--- config.mk ---
export PLATFORM = sky130hd
export DESIGN_NAME = dacld_top
export DESIGN_NICKNAME = d
export VERILOG_FILES = /design/src/rtl/dacld_pkg.sv /design/src/rtl/dacld_wr_decode.sv /design/src/rtl/dacld_clear_ctl.sv /design/src/rtl/dacld_chan.sv /design/src/rtl/dacld_top.sv
export SDC_FILE = /design/constraint.sdc
export NUM_CORES = 1
export LEC_CHECK = 0
export BUFFER_PORTS_ARGS = -buffer_cell sky130_fd_sc_hd__buf_4
export CORE_MARGIN = 1
export CORE_UTILIZATION = 56
export DETAILED_ROUTE_END_ITERATION = 6
export PLACE_DENSITY = 0.77
export SYNTH_ARGS = -nofsm -noshare
export SYNTH_HDL_FRONTEND = slang
export SYNTH_SLANG_ARGS = --single-unit
--- constraint.sdc ---
create_clock -name clk -period 2.3 [get_ports clk]
set_input_delay 0.345 -clock clk [delete_from_list [all_inputs] [get_ports clk]]
set_output_delay 0.345 -clock clk [all_outputs]
set_load 0.05 [all_outputs]
--- src/rtl/dacld_pkg.sv ---
`timescale 1ns/1ps
package dacld_pkg;
  parameter int DAC_W = 14;
  parameter int LO_W  = 8;
  parameter int HI_W  = DAC_W - LO_W;

  typedef logic [DAC_W-1:0] code_t;

  // Field merge for one write: full word, low byte, or upper bits from the low lines.
  function automatic code_t fn_merge(input code_t old_v, input code_t din,
                                     input logic byte_bus, input logic byshf);
    code_t res;
    if (!byte_bus) begin
      res = din;
    end else if (byshf) begin
      res = {old_v[DAC_W-1:LO_W], din[LO_W-1:0]};
    end else begin
      res = {din[HI_W-1:0], old_v[LO_W-1:0]};
    end
    return res;
  endfunction

  // Output select: clear level while held, latch otherwise.
  function automatic code_t fn_view(input code_t latch_v, input code_t clr_v,
                                    input logic hold);
    return hold ? clr_v : latch_v;
  endfunction
endpackage

--- src/rtl/dacld_wr_decode.sv ---
`timescale 1ns/1ps
module dacld_wr_decode #(
  parameter int NCH   = 4,
  parameter int CH_AW = (NCH > 1) ? $clog2(NCH) : 1
) (
  input  logic             clk,
  input  logic             rst_n,
  input  logic             cs_n,
  input  logic             wr_n,
  input  logic [CH_AW:0]   addr,
  output logic             wr_fire,
  output logic [NCH-1:0]   ch_en
);
  logic wr_n_q;
  logic wr_rise;
  logic bcast;

  always_ff @(posedge clk or negedge rst_n) begin
    if (!rst_n) begin
      wr_n_q <= 1'b1;
    end else begin
      wr_n_q <= wr_n;
    end
  end

  assign wr_rise = !wr_n_q && wr_n;
  assign wr_fire = wr_rise && !cs_n;
  assign bcast   = addr[CH_AW];

  for (genvar k = 0; k < NCH; k++) begin : g_sel
    assign ch_en[k] = wr_fire && (bcast || (addr[CH_AW-1:0] == CH_AW'(k)));
  end
endmodule

--- src/rtl/dacld_clear_ctl.sv ---
`timescale 1ns/1ps
module dacld_clear_ctl (
  input  logic clk,
  input  logic rst_n,
  input  logic clr_n,
  input  logic ldac_n,
  output logic hold
);
  logic hold_q;
  logic hold_set;
  logic hold_rel;

  assign hold_set = !clr_n;
  assign hold_rel = clr_n && !ldac_n;

  always_ff @(posedge clk or negedge rst_n) begin
    if (!rst_n) begin
      hold_q <= 1'b0;
    end else if (hold_set) begin
      hold_q <= 1'b1;
    end else if (hold_rel) begin
      hold_q <= 1'b0;
    end
  end

  assign hold = hold_q;
endmodule

--- src/rtl/dacld_chan.sv ---
`timescale 1ns/1ps
module dacld_chan
  import dacld_pkg::*;
#(
  parameter logic [DAC_W-1:0] CLR_CODE = 14'h2000
) (
  input  logic             clk,
  input  logic             rst_n,
  input  logic             wr_en,
  input  logic [DAC_W-1:0] din,
  input  logic             byte_bus,
  input  logic             byshf,
  input  logic             load,
  input  logic             hold,
  output logic [DAC_W-1:0] in_reg,
  output logic [DAC_W-1:0] code_out
);
  code_t in_q;
  code_t lat_q;
  code_t in_nxt;

  assign in_nxt = fn_merge(in_q, din, byte_bus, byshf);

  always_ff @(posedge clk or negedge rst_n) begin
    if (!rst_n) begin
      in_q <= '0;
    end else if (wr_en) begin
      in_q <= in_nxt;
    end
  end

  // Latch takes the pre-write register value when both land on one edge.
  always_ff @(posedge clk or negedge rst_n) begin
    if (!rst_n) begin
      lat_q <= '0;
    end else if (load) begin
      lat_q <= in_q;
    end
  end

  assign in_reg   = in_q;
  assign code_out = fn_view(lat_q, CLR_CODE, hold);
endmodule

--- src/rtl/dacld_top.sv ---
`timescale 1ns/1ps
module dacld_top
  import dacld_pkg::*;
#(
  parameter int                NCH      = 4,
  parameter logic [DAC_W-1:0]  CLR_CODE = 14'h2000,
  localparam int               CH_AW    = (NCH > 1) ? $clog2(NCH) : 1,
  localparam int               OUT_W    = NCH * DAC_W
) (
  input  logic             clk,
  input  logic             rst_n,
  input  logic             cs_n,
  input  logic             wr_n,
  input  logic [CH_AW:0]   addr,
  input  logic [DAC_W-1:0] data,
  input  logic             byshf,
  input  logic             byte_bus,
  input  logic             ldac_n,
  input  logic             clr_n,
  output logic [OUT_W-1:0] dac_out,
  output logic             clr_hold
);
  logic             wr_fire;
  logic [NCH-1:0]   ch_en;
  logic [OUT_W-1:0] inreg_flat;
  logic             load_all;

  assign load_all = !ldac_n;

  dacld_wr_decode #(.NCH(NCH), .CH_AW(CH_AW)) u_dec (
    .clk    (clk),
    .rst_n  (rst_n),
    .cs_n   (cs_n),
    .wr_n   (wr_n),
    .addr   (addr),
    .wr_fire(wr_fire),
    .ch_en  (ch_en)
  );

  dacld_clear_ctl u_clr (
    .clk   (clk),
    .rst_n (rst_n),
    .clr_n (clr_n),
    .ldac_n(ldac_n),
    .hold  (clr_hold)
  );

  for (genvar k = 0; k < NCH; k++) begin : g_ch
    dacld_chan #(.CLR_CODE(CLR_CODE)) u_ch (
      .clk     (clk),
      .rst_n   (rst_n),
      .wr_en   (ch_en[k]),
      .din     (data),
      .byte_bus(byte_bus),
      .byshf   (byshf),
      .load    (load_all),
      .hold    (clr_hold),
      .in_reg  (inreg_flat[k*DAC_W +: DAC_W]),
      .code_out(dac_out[k*DAC_W +: DAC_W])
    );
  end
endmodule

* Yosys cells after proc, flatten, opt, wreduce, memory -nomap -nowiden
Cells that the tools add are included.
Storage, ports and cells: bits of input ports 25, register bits after elaboration 114, output and inout port bits 57, word-level logic and storage cells 51
Cells by class: reductions and logical operators 23, equal/unequal tests 6, mux-type cells 8
Operator list (count):
- 2-to-1 mux 14 bit | 6
- AND reduction 2 bit | 8
- logical AND 1 bit | 7
- equality test 2 bit, second input constant | 2
- logical OR 1 bit | 4
- != test 2 bit, second input constant | 2
- logical NOT 1 bit | 3
- equality test 2 x 1 -> 1 bit, second input constant | 1
- logical NOT 2 bit | 1
- 2-to-1 mux 1 bit | 2
- != test 2 x 1 -> 1 bit, second input constant | 1

* Depth between registers and ports, before layout
Gate-level depths: netlist of the first run.
depth after elaboration 5, gate-level depth with buffers 5, mapped depth without buffers 3

* Modules after synthesis
From an unflattened synthesis of the first run, not the netlist that was laid out.
Unflattened totals: cells, all modules 395, area, all modules 5186.2 sq um
Modules (own cells, without submodules):
- dacld_chan | times used 4, cells each 95, sequential area each 700.7 sq um, area an instance 1265.0 sq um
- dacld_wr_decode | times used 1, cells each 12, sequential area each 26.3 sq um, area an instance 87.6 sq um
- dacld_clear_ctl | times used 1, cells each 2, sequential area each 25.0 sq um, area an instance 35.0 sq um
- dacld_top | times used 1, cells each 1, sequential area each 0.0 sq um, area an instance 3.8 sq um

* Least setup slack after synthesis of the first run
No wires, ideal clock.
kind register -> output, from register u_clr.hold_q, in the netlist u_clr.hold, to output dac_out[10], slack 200 ps, path buffers 2, cell stages (with the launch flop) 4, data required time 1955 ps, data arrival time 1755 ps, cells stage by stage dfrtp_1 -> clkbuf_1 -> clkbuf_1 -> nor2b_1
On the way: longest elaborated chain between the ends 1
Ends and longest elaborated chain:
- from (decl) | RTL line dacld_clear_ctl.sv:9 | logic hold_q;
- from (signal assigned) | RTL line dacld_clear_ctl.sv:18 | hold_q <= 1'b0;
- from (signal assigned) | RTL line dacld_clear_ctl.sv:20 | hold_q <= 1'b1;
- from (signal assigned) | RTL line dacld_clear_ctl.sv:22 | hold_q <= 1'b0;
- 2-to-1 mux 14 bit | RTL line dacld_pkg.sv:26 | return hold ? clr_v : latch_v;
- to (decl) | RTL line dacld_top.sv:20 | output logic [OUT_W-1:0] dac_out,
No other way between the ends.

* Final worst setup path of the first run
from register u_clr.hold_q, in the netlist u_clr.hold, to output dac_out[18]
The elaborated chain is that of the path after synthesis.

==> results.txt, run 1 <==
----------------------------------------------------
[Clocking]
  H-Tree Depth ... 4
  TritonCTS buffer count ... 17
  CTS root buffer ... clkbuf_8
  Number of setup buffers added after CTS ... 0
  Clock latency on the worst-skew pair ... 0.51 ns
  Clk sink count ... 114
  CTS clk-pin slew, worst paths ... 0.06 ns
  Post-CTS resize count ... 0
  Clk buf depth ... 2
  TritonCTS clock tree ... built
  Number of buffers inserted by hold repair at cts ... 3

[Critical path]
  Critical Path Sink Type ... output pin
  Number of cell instances on the worst register-to-register path ... 3
  Crit path arrival time ... 1.79 ns
  Endpoint of the lowest-slack register-to-register path ... g_ch[0].u_ch.in_reg[1]
  Maximum fanout count along the critical path ... 29
  Reg-to-reg setup timing slack ... 0.33 ns
  WS Path Type ... reg2out
  Worst setup path startpoint ... u_clr.hold
  Startpoint of the lowest-slack register-to-register path ... u_dec.wr_n_q
  Req. time, crit path ... 1.96 ns
  Element type at the critical path start ... register

[STA]
  Slew of the pin with the lowest slew margin ... 0.745 ns
  Maximum clock frequency ... 468 MHz
  Setup repair after global routing missed its margin ... false
  Post-route worst setup slack ... 0.163 ns
  Max Slew Vio Count ... 0
  Setup Skew ... 0.00564 ns
  Final critical-path share of the clock period ... 92.9%
  Number of hold violations in the final report ... 0
  Final critical-path required period ... 2.14 ns
  Max_slew headroom ... 50.3%
  Endpoints failing setup ... 0
  Summed negative setup slack over all endpoints ... 0 ns

[Drt]
  Pre-Repair DR Iteration Count ... 4
  Post-detailed-route via-to-cell ratio ... 5.52
  Detailed-route wire length ... 9920 µm
  Iter 0 DRT Violations ... 120
  Routed length per placed instance ... 18.4 µm
  DRC violation count after routing ... 0
  Post-route antenna net violation count ... 0
  Total vias in the final route ... 2,971

[Synthesis]
  Sequential-to-total area share from yosys stat ... 59.8%
  Syn Nets ... 354
  Synthesized instance count ... 329
  Count of yosys warnings during synthesis ... 0
  Number of register bits inferred by synthesis ... 114
  Cell variety after synth ... 26
  Avg Synthesized Cell Area ... 14.5 µm²
  Summed instance area of the synthesized netlist ... 4770 µm²

[Cells and area]
  Share of final-layout standard cells stronger than drive strength 1 ... 50.8%
  Number of nets in the finished design ... 445
  Number of fill cells ... 520
  Most frequent cells in the layout ... 112 x dfrtp_1, 85 x buf_4, 72 x mux2_2, 53 x nor2b_1, 24 x a2bb2oi_1
  # diodes ... 0
  Post-layout instance count excluding filler cells ... 538
  Commonest non-fill, non-tap cell in the layout ... dfrtp_1
  Area growth from synthesis to layout ... 28.6%

[Placed design]
  Worst setup slack before clock tree synthesis ... 0.253 ns
  Inst Count DP ... 503
  Quantity of I/O buffers inserted on ports ... 81
  DP Wirelength ... 6450 µm
  Routability cong. ... 0.791

[GRT]
  Pin count of the biggest net entering global routing ... 58
  Vias in the first global route ... 3,037
  Grt ovf ... 0
  Number of antenna violations at the first check in global routing ... 0
  GR Util All Layers ... 25.3%
  First-pass GRT wire length ... 16,200 µm

[Die]
  Core region area ... 8220 µm²
  Width of the chip ... 94.3 µm
  Rows ... 33
  Top-level I/O count ... 82
  Starting density of the core ... 58.1%
  DIE HEIGHT ... 94.3 µm
  Area of the die ... 8900 µm²

[Run]
  Number of max-cap violations ... 0

[Min path]
  Number of cells traversed by the worst hold path ... 2
  End point of the most critical hold path ... g_ch[2].u_ch.in_reg[7]
  Hold Crit Start ... data[7]
  Type of the most critical hold path ... in2reg

[Power]
  Power per unit of standard cell area ... 1170 nW/µm²
  Cell leakage power ... 0.00278 µW
  Worst-case vdd ir drop ... 0.000675 V

[Run status]
  Run status ... completed

----------------------------------------------------
[how the worst max path moves through the flow]
stage | end | slack, ns | cells after the start
after floorplan | dac_out[10] | 0.20 | 3
after global placement | g_ch[0].u_ch.in_reg[2] | 0.27 | 4
after detailed placement | g_ch[0].u_ch.in_reg[4] | 0.25 | 4
after CTS | dac_out[18] | 0.13 | 3
after global routing | dac_out[18] | 0.07 | 3
final | dac_out[18] | 0.16 | 3
[synth_stat cells]
master | number | area [µm²]
a211o_1 | 2 | 17.5
nor2_1 | 2 | 7.51
nand2b_1 | 3 | 18.8
nand2_1 | 2 | 7.51
inv_1 | 1 | 3.75
o21ba_2 | 1 | 10.0
a211oi_2 | 2 | 25.0
dfrtp_1 | 113 | 2830
mux2_4 | 16 | 240
or3b_2 | 1 | 8.76
or3b_4 | 1 | 11.3
a2bb2oi_1 | 24 | 210
nor2b_1 | 53 | 332
or3_1 | 1 | 6.26
buf_2 | 5 | 25.0
a21oi_1 | 3 | 15.0
dfstp_2 | 1 | 26.3
mux2_2 | 72 | 811
or2_2 | 4 | 25.0
and2_1 | 1 | 6.26
buf_6 | 3 | 33.8
o22ai_1 | 5 | 31.3
clkbuf_1 | 9 | 33.8
o21ai_0 | 1 | 5.00
nor3_4 | 1 | 16.3
nor3_2 | 2 | 20.0
[report_power, final]
| part | internal, µW | switching, µW | total, µW |
|---|---|---|---|
| logic | 756 | 832 | 1590 |
| registers | 2540 | 280 | 2820 |
| clock network | 1890 | 878 | 2770 |
[cells by family (layout without fill, tap and decap cells)]
group / after synthesis / in the layout / synth area share (%)
AO/OA/AOI/OAI: 38 / 38 / 6.58
buffers and inverters: 18 / 122 / 2.02
multiplexers: 88 / 88 / 22.0
AND/OR/NAND/NOR: 71 / 71 / 9.62
flip-flops: 114 / 114 / 59.8
[per-layer routing]
layer	track usage [%]	part of all wire, %
met5	0	0
met1	31.6	42
met3	7.65	4.0
met2	41.4	52
met4	9.74	2.0
[critical path: stages (launching register included)]
cell and delay (ns):
dfrtp_2 0.58, buf_4 0.37, nor2b_1 0.11, buf_4 0.20
[area by class of cell]
type,count,area [µm²],area share (%)
Clock buffer,22,483,7.87
Clock inverter,10,153,2.49
Inverter,1,3.75,0.0611
Multi-Input combinational cell,197,1820,29.7
Sequential cell,114,2860,46.5
Tap cell,105,131,2.14
Timing Repair Buffer,89,688,11.2
[through the flow]
| stage | util (%) | area (µm²) | hold WS, ns | power, µW |
|---|---|---|---|---|
| after floorplan | - | 4770 | 0.0494 | 3940 |
| after global placement | 66.6 | 5470 | 0.239 | 4370 |
| after detailed placement | 66.6 | 5470 | 0.245 | 4440 |
| after CTS | 74.7 | 6140 | 0.0935 | 7230 |
| after global routing | 74.7 | 6140 | 0.0935 | 7480 |
| final | 74.7 | 6140 | 0.107 | 7180 |
No activity file was read; power rests on OpenSTA's default activity.
==> run 2: changes to the inputs <==
--- a/config.mk
+++ b/config.mk
@@ -7,9 +7,9 @@
 export LEC_CHECK = 0
 export BUFFER_PORTS_ARGS = -buffer_cell sky130_fd_sc_hd__buf_4
 export CORE_MARGIN = 1
-export CORE_UTILIZATION = 56
+export CORE_UTILIZATION = 50
 export DETAILED_ROUTE_END_ITERATION = 6
-export PLACE_DENSITY = 0.77
+export PLACE_DENSITY = 0.69
 export SYNTH_ARGS = -nofsm -noshare
 export SYNTH_HDL_FRONTEND = slang
 export SYNTH_SLANG_ARGS = --single-unit
==> results.txt, run 2 (synthesized netlist as in run 1, its figures left out) <==
----------------------------------------------------
[Min path]
  Number of cells traversed by the worst hold path ... 2
  Hold Crit Start ... data[7]
  End point of the most critical hold path ... g_ch[0].u_ch.in_reg[7]
  Type of the most critical hold path ... in2reg

[Clocking]
  Clk sink count ... 114
  TritonCTS clock tree ... built
  TritonCTS buffer count ... 17
  CTS clk-pin slew, worst paths ... 0.06 ns
  Clock latency on the worst-skew pair ... 0.51 ns
  H-Tree Depth ... 4
  Clk buf depth ... 2
  CTS root buffer ... clkbuf_8
  Number of setup buffers added after CTS ... 0

[Critical path]
  Startpoint of the lowest-slack register-to-register path ... u_dec.wr_n_q
  WS Path Type ... reg2out
  Element type at the critical path start ... register
  Reg-to-reg setup timing slack ... 0.33 ns
  Most Frequent Cell on Critical Path ... buf_4
  Stage delay of the slowest cell on the critical path ... 0.65 ns
  Endpoint of the lowest-slack register-to-register path ... g_ch[0].u_ch.in_reg[4]
  Req. time, crit path ... 1.96 ns
  Maximum fanout count along the critical path ... 40
  Ordered list of cells on the worst path ... buf_4 > nor2b_1 > buf_4
  Highest-delay cell along the critical path ... dfrtp_4
  Critical Path Sink Type ... output pin
  Crit path arrival time ... 1.81 ns
  Number of cell instances on the worst register-to-register path ... 3

[Die]
  Rows ... 35
  Starting density of the core ... 51.7%
  Top-level I/O count ... 82
  Core region area ... 9240 µm²
  DIE HEIGHT ... 99.7 µm
  Area of the die ... 9940 µm²
  Width of the chip ... 99.7 µm

[STA]
  Final critical-path required period ... 2.15 ns
  Maximum clock frequency ... 464 MHz
  Endpoints failing setup ... 0
  Summed negative setup slack over all endpoints ... 0 ns
  Setup repair after global routing missed its margin ... false
  Setup Skew ... 0.00589 ns
  Post-route worst setup slack ... 0.146 ns
  Final critical-path share of the clock period ... 93.7%
  Slew of the pin with the lowest slew margin ... 0.737 ns
  Max_slew headroom ... 50.9%
  Number of hold violations in the final report ... 0
  Max Slew Vio Count ... 0

[GRT]
  Vias in the first global route ... 2,917
  Number of antenna violations at the first check in global routing ... 0
  Pin count of the biggest net entering global routing ... 58
  First-pass GRT wire length ... 15,700 µm
  GR Util All Layers ... 21.4%
  Grt ovf ... 0

[Drt]
  Routed length per placed instance ... 17.0 µm
  Detailed-route wire length ... 9580 µm
  Post-route antenna net violation count ... 0
  Post-detailed-route via-to-cell ratio ... 5.17
  DRC violation count after routing ... 0
  Pre-Repair DR Iteration Count ... 4
  Total vias in the final route ... 2,908
  Iter 0 DRT Violations ... 72

[Placed design]
  DP Wirelength ... 6410 µm
  Quantity of I/O buffers inserted on ports ... 81
  Worst setup slack before clock tree synthesis ... 0.256 ns
  Routability cong. ... 0.790
  Inst Count DP ... 527

[Cells and area]
  Most frequent cells in the layout ... 112 x dfrtp_1, 85 x buf_4, 72 x mux2_2, 53 x nor2b_1, 24 x a2bb2oi_1
  Share of final-layout standard cells stronger than drive strength 1 ... 50.3%
  Area growth from synthesis to layout ... 28.4%
  Number of nets in the finished design ... 445
  Post-route core utilization ... 66.3%
  # diodes ... 0
  Post-layout instance count excluding filler cells ... 562
  Commonest non-fill, non-tap cell in the layout ... dfrtp_1

[Run]
  Number of max-cap violations ... 0

[Run status]
  Run status ... completed

[Power]
  Cell leakage power ... 0.00273 µW
  Power per unit of standard cell area ... 1140 nW/µm²
  Worst-case vdd ir drop ... 0.000559 V

----------------------------------------------------
[run 2: area by class of cell]
cell class                      count  area (µm²)
Fill cell                         699        3110
Sequential cell                   114        2860
Multi-Input combinational cell    197        1820
Timing Repair Buffer               89         688
Clock buffer                       20         435
Tap cell                          129         161
Clock inverter                     12         158
Inverter                            1        3.75
[run 2: worst max-delay path, delay by kind of cell, from the launching register on]
kind / cells / cell delay [ns]
DFF: 1 / 0.65
buffers and inverters: 2 / 0.48
and+or+nand+nor: 1 / 0.16
[run 2: what timing repair did]
item,4_1_cts,5_1_grt
hold buffers,3,0
resized for setup,1,0
endpoints found under the setup margin,12,0
endpoints found under the hold margin,65,0
[run 2: worst max-delay path by stage]
stage / from / end / slack [ns] / depth (start not counted)
after detailed placement: cs_n / g_ch[0].u_ch.in_reg[4] / 0.26 / 4
after floorplan: u_clr.hold / dac_out[10] / 0.20 / 3
after global placement: cs_n / g_ch[0].u_ch.in_reg[0] / 0.28 / 4
final: u_clr.hold / dac_out[51] / 0.15 / 3
after global routing: u_clr.hold / dac_out[12] / 0.03 / 3
after CTS: u_clr.hold / dac_out[39] / 0.1 / 3
[run 2: routing by layer]
layer,routed length [µm],global-route usage [%],up-vias
li1,-,-,1347
met1,4460,29.2,1474
met2,4620,32.9,77
met3,413,5.76,10
met4,78,8.14,0
met5,0,0,-
[run 2: power by group]
part | switching, µW | leakage, µW | total (µW) | internal (µW)
Combinational | 813 | 0.00114 | 1570 | 756
Sequential | 279 | 0.00132 | 2820 | 2540
Clock | 907 | 0.000270 | 2590 | 1680
[run 2: metrics by stage]
| stage | hold WS, ns | power [µW] | area [µm²] |
|---|---|---|---|
| after CTS | 0.0991 | 7040 | 6130 |
| after global routing | 0.101 | 7280 | 6130 |
| after detailed placement | 0.220 | 4430 | 5500 |
| after global placement | 0.216 | 4380 | 5500 |
| after floorplan | 0.0494 | 3940 | 4770 |
| final | 0.118 | 6970 | 6130 |
